<file path="src/rtl/lsb_pkg.sv">
package lsb_pkg;
  typedef enum logic [1:0] {K_BAD, K_BYTE, K_WORD, K_LONG} acc_kind_e;
  typedef enum logic {ST_IDLE, ST_CYC} bridge_state_e;
endpackage

</file>
<file path="src/rtl/lsb_be_decode.sv">
module lsb_be_decode
  import lsb_pkg::*;
(
  input  logic [3:0] be_i,
  output acc_kind_e  kind_o,
  output logic       lane_hi_o
);
  always_comb begin
    kind_o    = K_BAD;
    lane_hi_o = be_i[3] | be_i[2];
    unique case (be_i)
      4'b0001, 4'b0010, 4'b0100, 4'b1000: kind_o = K_BYTE;
      4'b0011, 4'b1100:                   kind_o = K_WORD;
      4'b1111: begin
        kind_o    = K_LONG;
        lane_hi_o = 1'b0;
      end
      default:                            kind_o = K_BAD;
    endcase
  end
endmodule

</file>
<file path="src/rtl/lsb_cycle_timer.sv">
module lsb_cycle_timer #(
  parameter int TMO_CYC = 16
) (
  input  logic clk_i,
  input  logic rst_ni,
  input  logic run_i,
  output logic expire_o
);
  localparam int CNT_W = $clog2(TMO_CYC + 1);

  logic [CNT_W-1:0] cnt_q;

  assign expire_o = run_i && (cnt_q == CNT_W'(TMO_CYC - 1));

  always_ff @(posedge clk_i or negedge rst_ni) begin
    if (!rst_ni)                 cnt_q <= '0;
    else if (!run_i || expire_o) cnt_q <= '0;
    else                         cnt_q <= cnt_q + 1'b1;
  end

  AST_TMO_BOUND: assert property (@(posedge clk_i) disable iff (!rst_ni)
    cnt_q < CNT_W'(TMO_CYC));
endmodule

</file>
<file path="src/rtl/lsb_read_merge.sv">
module lsb_read_merge (
  input  logic        clk_i,
  input  logic        rst_ni,
  input  logic        clr_i,
  input  logic        cap_i,
  input  logic        hi_i,
  input  logic [1:0]  mask_i,
  input  logic [15:0] pdata_i,
  output logic [31:0] rdata_o
);
  logic [15:0] masked;

  assign masked = pdata_i & {{8{mask_i[1]}}, {8{mask_i[0]}}};

  always_ff @(posedge clk_i or negedge rst_ni) begin
    if (!rst_ni)     rdata_o <= '0;
    else if (clr_i)  rdata_o <= '0;
    else if (cap_i) begin
      if (hi_i) rdata_o[31:16] <= masked;
      else      rdata_o[15:0]  <= masked;
    end
  end
endmodule

</file>
<file path="src/rtl/lane_split_bridge.sv">
module lane_split_bridge
  import lsb_pkg::*;
#(
  parameter int ADDR_W  = 23,
  parameter int TMO_CYC = 16
) (
  input  logic              clk_i,
  input  logic              rst_ni,
  input  logic              req_i,
  input  logic              we_i,
  input  logic [1:0]        space_i,
  input  logic [ADDR_W-1:0] addr_i,
  input  logic [3:0]        be_i,
  input  logic [31:0]       wdata_i,
  input  logic              inc_dis_i,
  input  logic              hold_hi_i,
  output logic              busy_o,
  output logic              done_o,
  output logic              err_o,
  output logic [31:0]       rdata_o,
  output logic              p_stb_o,
  output logic              p_we_o,
  output logic [1:0]        p_space_o,
  output logic [ADDR_W-2:0] p_addr_o,
  output logic [1:0]        p_bsel_o,
  output logic [15:0]       p_wdata_o,
  input  logic              p_ack_i,
  input  logic [15:0]       p_rdata_i
);
  localparam int BASE_W = ADDR_W - 2;

  bridge_state_e     state_q;
  logic [BASE_W-1:0] base_q;
  logic [3:0]        be_q;
  logic [31:0]       wdata_q;
  logic [1:0]        space_q;
  logic              we_q, long_q, lane_hi_q, phase_q, inc_dis_q, hold_hi_q;
  logic              done_q, err_q;

  acc_kind_e kind;
  logic      lane_hi, accept, tmo_exp, data_hi, addr_lsb, last_ack;

  lsb_be_decode u_dec (
    .be_i      (be_i),
    .kind_o    (kind),
    .lane_hi_o (lane_hi)
  );

  assign accept   = (state_q == ST_IDLE) && req_i && (kind != K_BAD);
  assign p_stb_o  = (state_q == ST_CYC);
  assign busy_o   = (state_q != ST_IDLE);
  assign done_o   = done_q;
  assign err_o    = err_q;
  assign last_ack = p_stb_o && p_ack_i && !(long_q && !phase_q);

  // long word: phase picks data half; address follows phase unless held
  assign data_hi  = long_q ? phase_q : lane_hi_q;
  assign addr_lsb = long_q ? (inc_dis_q ? hold_hi_q : phase_q) : lane_hi_q;

  assign p_addr_o  = {base_q, addr_lsb};
  assign p_wdata_o = data_hi ? wdata_q[31:16] : wdata_q[15:0];
  assign p_bsel_o  = long_q ? 2'b11 : (lane_hi_q ? be_q[3:2] : be_q[1:0]);
  assign p_we_o    = we_q;
  assign p_space_o = space_q;

  lsb_cycle_timer #(.TMO_CYC(TMO_CYC)) u_tmr (
    .clk_i    (clk_i),
    .rst_ni   (rst_ni),
    .run_i    (p_stb_o && !p_ack_i),
    .expire_o (tmo_exp)
  );

  lsb_read_merge u_merge (
    .clk_i   (clk_i),
    .rst_ni  (rst_ni),
    .clr_i   (accept),
    .cap_i   (p_stb_o && p_ack_i && !we_q),
    .hi_i    (data_hi),
    .mask_i  (p_bsel_o),
    .pdata_i (p_rdata_i),
    .rdata_o (rdata_o)
  );

  always_ff @(posedge clk_i or negedge rst_ni) begin
    if (!rst_ni) begin
      state_q   <= ST_IDLE;
      base_q    <= '0;
      be_q      <= '0;
      wdata_q   <= '0;
      space_q   <= '0;
      we_q      <= 1'b0;
      long_q    <= 1'b0;
      lane_hi_q <= 1'b0;
      phase_q   <= 1'b0;
      inc_dis_q <= 1'b0;
      hold_hi_q <= 1'b0;
      done_q    <= 1'b0;
      err_q     <= 1'b0;
    end else begin
      done_q <= 1'b0;
      err_q  <= 1'b0;
      unique case (state_q)
        ST_IDLE: begin
          if (req_i && kind == K_BAD) begin
            done_q <= 1'b1;
            err_q  <= 1'b1;
          end else if (accept) begin
            state_q   <= ST_CYC;
            base_q    <= addr_i[ADDR_W-1:2];
            be_q      <= be_i;
            wdata_q   <= wdata_i;
            space_q   <= space_i;
            we_q      <= we_i;
            long_q    <= (kind == K_LONG);
            lane_hi_q <= lane_hi;
            phase_q   <= 1'b0;
            inc_dis_q <= inc_dis_i;
            hold_hi_q <= hold_hi_i;
          end
        end
        ST_CYC: begin
          if (p_ack_i) begin
            if (last_ack) begin
              state_q <= ST_IDLE;
              done_q  <= 1'b1;
            end else begin
              phase_q <= 1'b1;
            end
          end else if (tmo_exp) begin
            state_q <= ST_IDLE;
            done_q  <= 1'b1;
            err_q   <= 1'b1;
          end
        end
        default: state_q <= ST_IDLE;
      endcase
    end
  end

  AST_BAD_NO_CYCLE: assert property (@(posedge clk_i) disable iff (!rst_ni)
    (!busy_o && req_i && kind == K_BAD) |=> (!p_stb_o && done_o && err_o));
  AST_HOLD_WHILE_WAIT: assert property (@(posedge clk_i) disable iff (!rst_ni)
    (p_stb_o && !p_ack_i && !tmo_exp) |=>
      (p_stb_o && $stable(p_addr_o) && $stable(p_wdata_o) && $stable(p_bsel_o)));
  AST_LONG_STEP: assert property (@(posedge clk_i) disable iff (!rst_ni)
    (p_stb_o && p_ack_i && long_q && !phase_q && !inc_dis_q) |=>
      (p_stb_o && p_addr_o[0] && p_bsel_o == 2'b11 && !done_o));
  AST_INCDIS_HOLD: assert property (@(posedge clk_i) disable iff (!rst_ni)
    (p_stb_o && p_ack_i && long_q && !phase_q && inc_dis_q) |=>
      (p_stb_o && $stable(p_addr_o)));
  AST_ATTR_STABLE: assert property (@(posedge clk_i) disable iff (!rst_ni)
    (p_stb_o && !p_ack_i && !tmo_exp) |=> ($stable(p_we_o) && $stable(p_space_o)));
  AST_TMO_ABORT: assert property (@(posedge clk_i) disable iff (!rst_ni)
    tmo_exp |=> (!p_stb_o && done_o && err_o));
  AST_DONE_PULSE: assert property (@(posedge clk_i) disable iff (!rst_ni)
    done_o |=> !done_o);
endmodule

</file>
<file path="config.mk">
export PLATFORM = sky130hd
export DESIGN_NAME = lane_split_bridge
export DESIGN_NICKNAME = d
export VERILOG_FILES = /design/src/rtl/lsb_pkg.sv /design/src/rtl/lsb_be_decode.sv /design/src/rtl/lsb_cycle_timer.sv /design/src/rtl/lsb_read_merge.sv /design/src/rtl/lane_split_bridge.sv
export SDC_FILE = /design/constraint.sdc
export NUM_CORES = 1
export LEC_CHECK = 0
export ABC_AREA = 1
export BUFFER_PORTS_ARGS = -buffer_cell sky130_fd_sc_hd__buf_2
export CAP_MARGIN = 5
export CORE_MARGIN = 5
export CORE_UTILIZATION = 54
export CTS_CLUSTER_SIZE = 14
export DETAILED_ROUTE_END_ITERATION = 8
export PLACE_DENSITY = 0.82
export RECOVER_POWER = 25
export SYNTH_ARGS = -nofsm -noshare
export SYNTH_HDL_FRONTEND = slang
export SYNTH_SLANG_ARGS = --single-unit
</file>
<file path="constraint.sdc">
create_clock -name clk_i -period 3.5 [get_ports clk_i]
set_input_delay 0.875 -clock clk_i [delete_from_list [all_inputs] [get_ports clk_i]]
set_output_delay 0.875 -clock clk_i [all_outputs]
set_load 0.03 [all_outputs]
</file>
## Word level (Yosys, flattened, before mapping)

Cells that the tools add are included.

- Register bits after elaboration: 105
- Bits of input ports: 84
- Output and inout port bits: 79
- Logic and storage cells: 91

- Add/sub/neg operators: 1
- Eq/ne operators: 14
- Mux-type cells: 31
- Bitwise logic cells: 4
- Reduce and logical (&&, ||, !) cells: 25

Operator list:

| cell | number |
|---|---|
| 2-to-1 mux 32 bit | 2 |
| 2-to-1 mux 16 bit | 3 |
| 2-to-1 mux 1 bit | 18 |
| AND 16 bit | 1 |
| equality test 4 bit, second input constant | 3 |
| inequality test 2 bit, second input constant | 5 |
| logical AND 1 bit | 9 |
| equality test 4 x 2 -> 1 bit, second input constant | 2 |
| case mux 1 bit (2 select lines) | 4 |
| case mux 2 bit (3 select lines) | 1 |
| nonzero test 2 bit | 3 |
| adder 5 x 1 -> 5 bit, second input constant | 1 |
| equality test 5 x 4 -> 1 bit, second input constant | 1 |
| zero test 1 bit | 5 |
| 2-to-1 mux 5 bit | 1 |
| equality test 4 x 1 -> 1 bit, second input constant | 1 |
| equality test 4 x 3 -> 1 bit, second input constant | 1 |
| 2-to-1 mux 2 bit | 2 |
| AND reduction 2 bit | 2 |
| AND reduction 4 bit | 1 |
| OR reduction 4 bit | 1 |
| AND reduction 3 bit | 1 |
| equality test 2 bit, second input constant | 1 |
| zero test 2 bit | 1 |
| other kinds (4) | 5 |

## Logic depth before layout (Yosys ltp)

- Word-level depth: 8
- Depth in mapped cells: 9
- Depth with buffers taken out: 8

## By module

A second synthesis with hierarchy kept.

- Cell total of the unflattened synthesis: 603
- Area, all modules: 4798.4 um^2

By module, submodules not included:

| module | instances | cells an instance | area each (um^2) |
|---|---|---|---|
| lane_split_bridge | 1 | 378 | 3047.9 |
| lsb_read_merge | 1 | 177 | 1437.6 |
| lsb_cycle_timer | 1 | 28 | 232.7 |
| lsb_be_decode | 1 | 20 | 80.1 |

## Worst setup path after synthesis

Ideal clock, no wire load.

- Path kind: flip-flop to output port
- Start point: reg long_q
- End point: out p_wdata_o[10]
- Arrival: 1.246 ns
- Slack: 1.379 ns
- Stages on the path, launching flop included: 7
- Buffers on the path: 1
- Path through: dfrtp_1 inv_2 nand2_1 nand2_4 buf_1 nand2_1 nand2_1

- Longest elaborated chain between the ends: 2

RTL lines:

| element | line | RTL |
|---|---|---|
| start, declared | lane_split_bridge.sv:37 | `logic we_q, long_q, lane_hi_q, phase_q, inc_dis_q, hold_hi_q;` |
| start signal, assigned | lane_split_bridge.sv:114 | `long_q <= (kind == K_LONG);` |
| 2-to-1 mux 1 bit | lane_split_bridge.sv:57 | `assign data_hi = long_q ? phase_q : lane_hi_q;` |
| 2-to-1 mux 16 bit | lane_split_bridge.sv:61 | `assign p_wdata_o = data_hi ? wdata_q[31:16] : wdata_q[15:0];` |
| end, declared | lane_split_bridge.sv:26 | `output logic [15:0] p_wdata_o,` |

No other way between the ends.

## Worst setup path in the final report

- Start point: reg lane_hi_q
- End point: out p_bsel_o[0]

- Longest elaborated chain between the ends: 2

RTL lines:

| element | line | RTL |
|---|---|---|
| start, declared | lane_split_bridge.sv:37 |  |
| start signal, assigned | lane_split_bridge.sv:115 | `lane_hi_q <= lane_hi;` |
| 2-to-1 mux 2 bit (2 in a row) | lane_split_bridge.sv:62 | `assign p_bsel_o = long_q ? 2'b11 : (lane_hi_q ? be_q[3:2] : be_q[1:0]);` |
| end, declared | lane_split_bridge.sv:25 | `output logic [1:0] p_bsel_o,` |

No other way between the ends.

==> impl_metrics.tcl <==
set metrics [dict create \
    post-route-period-util_pct 78.0 \
    clock_power_share_pct 21.7 \
    seqPwrFrac_pct 43.5 \
    ys_seq_elements 105 \
    end_kind "output port" \
    die_area_um2 10600 \
    internal_power_mw 2.18 \
    die-height_um 103 \
    hold_depth 1 \
    area_growth_pct 23.0 \
    clock_latency_ps 370 \
    tightest_slew_ps 1250 \
    critPathMaxFanout 9 \
    syn-num-nets 651 \
    grtUsageTotal_pct 20.5 \
    final_layout_size_suffix_gt1_share_pct 26.8 \
    gp_congestion 0.827 \
    synthTopCellsByArea "dfrtp_1 (57%), nand2_1 (13%), nand3_1 (7.4%)" \
    nFillCells 690 \
    worst_setup_path_start_kind "flop" \
    yosysTopAreaCell "dfrtp_1" \
    max_freq_ghz 0.367 \
    swShare_pct 40.3 \
    port_buffers 160 \
    ant_nets 0 \
    nets 797 \
    hold_end "u_tmr.cnt_q[0]" \
    clkSinkCount 105 \
    p_sw_mw 1.47 \
    synthDistinctLibCells 26 \
    worstHoldPathType "reg -> reg" \
    clock_tree.buffer_depth 2 \
    r2r_setup_slack_ps 1490 \
    route.detailed.drc 0 \
    ctsResizeCount 0 \
    synth.top_cells.by_count "nand2_1 (164), dfrtp_1 (105), inv_1 (86), nand3_1 (69), o21ai_1 (61)" \
    vias 4036 \
    grt_pass1_wl_mm 17.1 \
    fin_ws_ps 771 \
    power_frac_comb_pct 34.8 \
    antenna_found_initial 0 \
    htreeDepth 3 \
    yosysMostFrequentCell "nand2_1" \
    postCtsSetupRepairBufs 0 \
    synth.avg_cell_area_um2 8.23 \
    hold_start "u_tmr.cnt_q[0]" \
    required_ps 2620 \
    worstReg2RegStart "busy_o" \
    ys_seq_area_share_pct 56.5 \
    setup_viol 0 \
    drt_pass1_iterations 5 \
    fp-row-count 33 \
    power_density_nw_per_um2 638 \
    pre_cts_ws_ps 941 \
    synth_edf_count 0 \
    num_antenna_cells 0 \
    fin_crit_ps 2730 \
    regToRegEndpoint "base_q[13]" \
    dpl.hpwl_mm 7.81 \
    routed_wl_mm 10.8 \
    critical_path_class "reg -> out" \
    cellLeakagePower_nw 3.49 \
    peakVddDrop_v 0.000389 \
    grt_pass1_vias 3794 \
    yosys_warnings 0 \
    core_um2 8300 \
    path_clk_slew_ps 110 \
    cts_hold_buf 0 \
    maxCapViolations 0 \
    rsz0062_at_grt "no" \
    numCtsBuffers 9 \
    syn_area_um2 4650 \
    cts_tree "yes" \
    ys.flop_type "dfrtp_1" \
    grt-ovfl-total 0 \
    hold_violations 0 \
    reg2reg_depth 5 \
    start_util_pct 56.0 \
    clock_skew_ps 14.3 \
    final_max_slew_viol_count 0 \
    fin_util_pct 68.9 \
    via_per_inst 4.92 \
    syn_inst 565 \
    io_pins 163 \
    outcome "completed" \
    p_total_mw 3.65 \
    routedWlPerCell_um 13.1 \
    critPathArrivalTime_ps 1850 \
    postSynth.asyncResetShare_pct 100 \
    tns_ps 0 \
    drt_iter0_drc 190 \
    yosysTopAreaCellShare_pct 56.5 \
    dieWidth_um 103 \
    hold_slack_ps 474 \
    cts-root-buf "clkbuf_8" \
    relSlewSlack_pct 16.7 \
    grt_max_degree 80 \
]
==> routing by layer <==
metal  track usage [%]  up-vias  share of wire, %
li1                  -     2032                 -
met1              26.9     1851                43
met2              33.5      138                47
met3              5.01       15               8.4
met4              6.77        0               1.5
met5                 0        -                 0
==> placed cells by master, fill, tap and decap left out <==
| cell | n |
|---|---|
| nand3b_1 | 1 |
| or2_2 | 1 |
| nor3b_1 | 1 |
| clkinvlp_4 | 2 |
| o21ai_1 | 61 |
| buf_4 | 1 |
| mux2i_1 | 1 |
| o21ai_0 | 5 |
| clkbuf_2 | 1 |
| buf_12 | 3 |
| nand2_4 | 1 |
| ha_1 | 2 |
| clkinv_4 | 1 |
| nor2_4 | 1 |
| nand2_1 | 164 |
| inv_4 | 1 |
| bufinv_16 | 1 |
| inv_6 | 1 |
| o21a_1 | 1 |
| o211ai_1 | 1 |
| dfrtp_1 | 105 |
| nor2_8 | 1 |
| nor2_1 | 25 |
| buf_2 | 159 |
| nand3_4 | 1 |
| nand4_1 | 1 |
| inv_2 | 6 |
| clkbuf_8 | 10 |
| inv_8 | 1 |
| a21oi_1 | 1 |
| inv_1 | 86 |
| nand3_1 | 69 |
==> worst max-delay path by stage <==
stage | startpoint | depth (start not counted) | slack, ps | end
global route | lane_hi_q | 6 | 670 | p_bsel_o[0]
detailed placement | be_i[3] | 8 | 940 | base_q[13]
global placement | be_i[3] | 8 | 1000 | base_q[15]
finish | lane_hi_q | 6 | 770 | p_bsel_o[0]
CTS | lane_hi_q | 6 | 750 | p_bsel_o[0]
floorplan | long_q | 6 | 1380 | p_wdata_o[10]
==> cell families (layout without fill, tap and decap cells) <==
family | after synthesis | count (layout) | share of synthesized area (%)
AO/OA/AOI/OAI | 69 | 69 | 7.53
flip-flops | 105 | 105 | 56.5
AND/OR/NAND/NOR | 266 | 266 | 24.4
multiplexers | 1 | 1 | 0.215
adder cells (fa/ha/maj) | 2 | 2 | 0.538
buffers and inverters | 122 | 273 | 10.8
==> worst max-delay path, stage by stage (launching register included) <==
cell,delay (ps)
dfrtp_1,440
inv_1,80
nand2_1,60
nand2_1,40
nor2_1,530
inv_1,130
buf_2,210
==> stage by stage <==
stage	cell area (µm²)	instances
after global placement	5510	805
final	5720	821
after global routing	5720	821
after floorplan	4650	565
after detailed placement	5510	805
after CTS	5720	821
==> state kept, by name (all words and copies together) (netlist names) <==
| signal | flops |
|---|---|
| hold_hi_q | 1 |
| err_o | 1 |
| be_q | 4 |
| busy_o | 1 |
| base_q | 21 |
| wdata_q | 32 |
| u_merge.rdata_o | 32 |
| done_o | 1 |
| phase_q | 1 |
| lane_hi_q | 1 |
| p_we_o | 1 |
| inc_dis_q | 1 |
| p_space_o | 2 |
| u_tmr.cnt_q | 5 |
| long_q | 1 |
==> layout make-up <==
cell class	instances	area [µm²]	area share (%)
Inverter	93	352	6.15
Multi-Input combinational cell	338	1530	26.7
Tap cell	105	131	2.30
Clock buffer	10	138	2.41
Timing Repair Buffer	164	868	15.2
Clock inverter	6	73.8	1.29
Sequential cell	105	2630	46.0
==> power by group through the flow <==
stage,clock network [mW],logic (mW),registers [mW]
2_1_floorplan,0,0.644,1.83
3_3_place_gp,0,1.26,1.60
3_5_place_dp,0,1.28,1.61
4_1_cts,0.805,1.29,1.59
5_1_grt,0.849,1.39,1.62
6_report,0.792,1.27,1.59
Power figures use the tool's default switching activity.
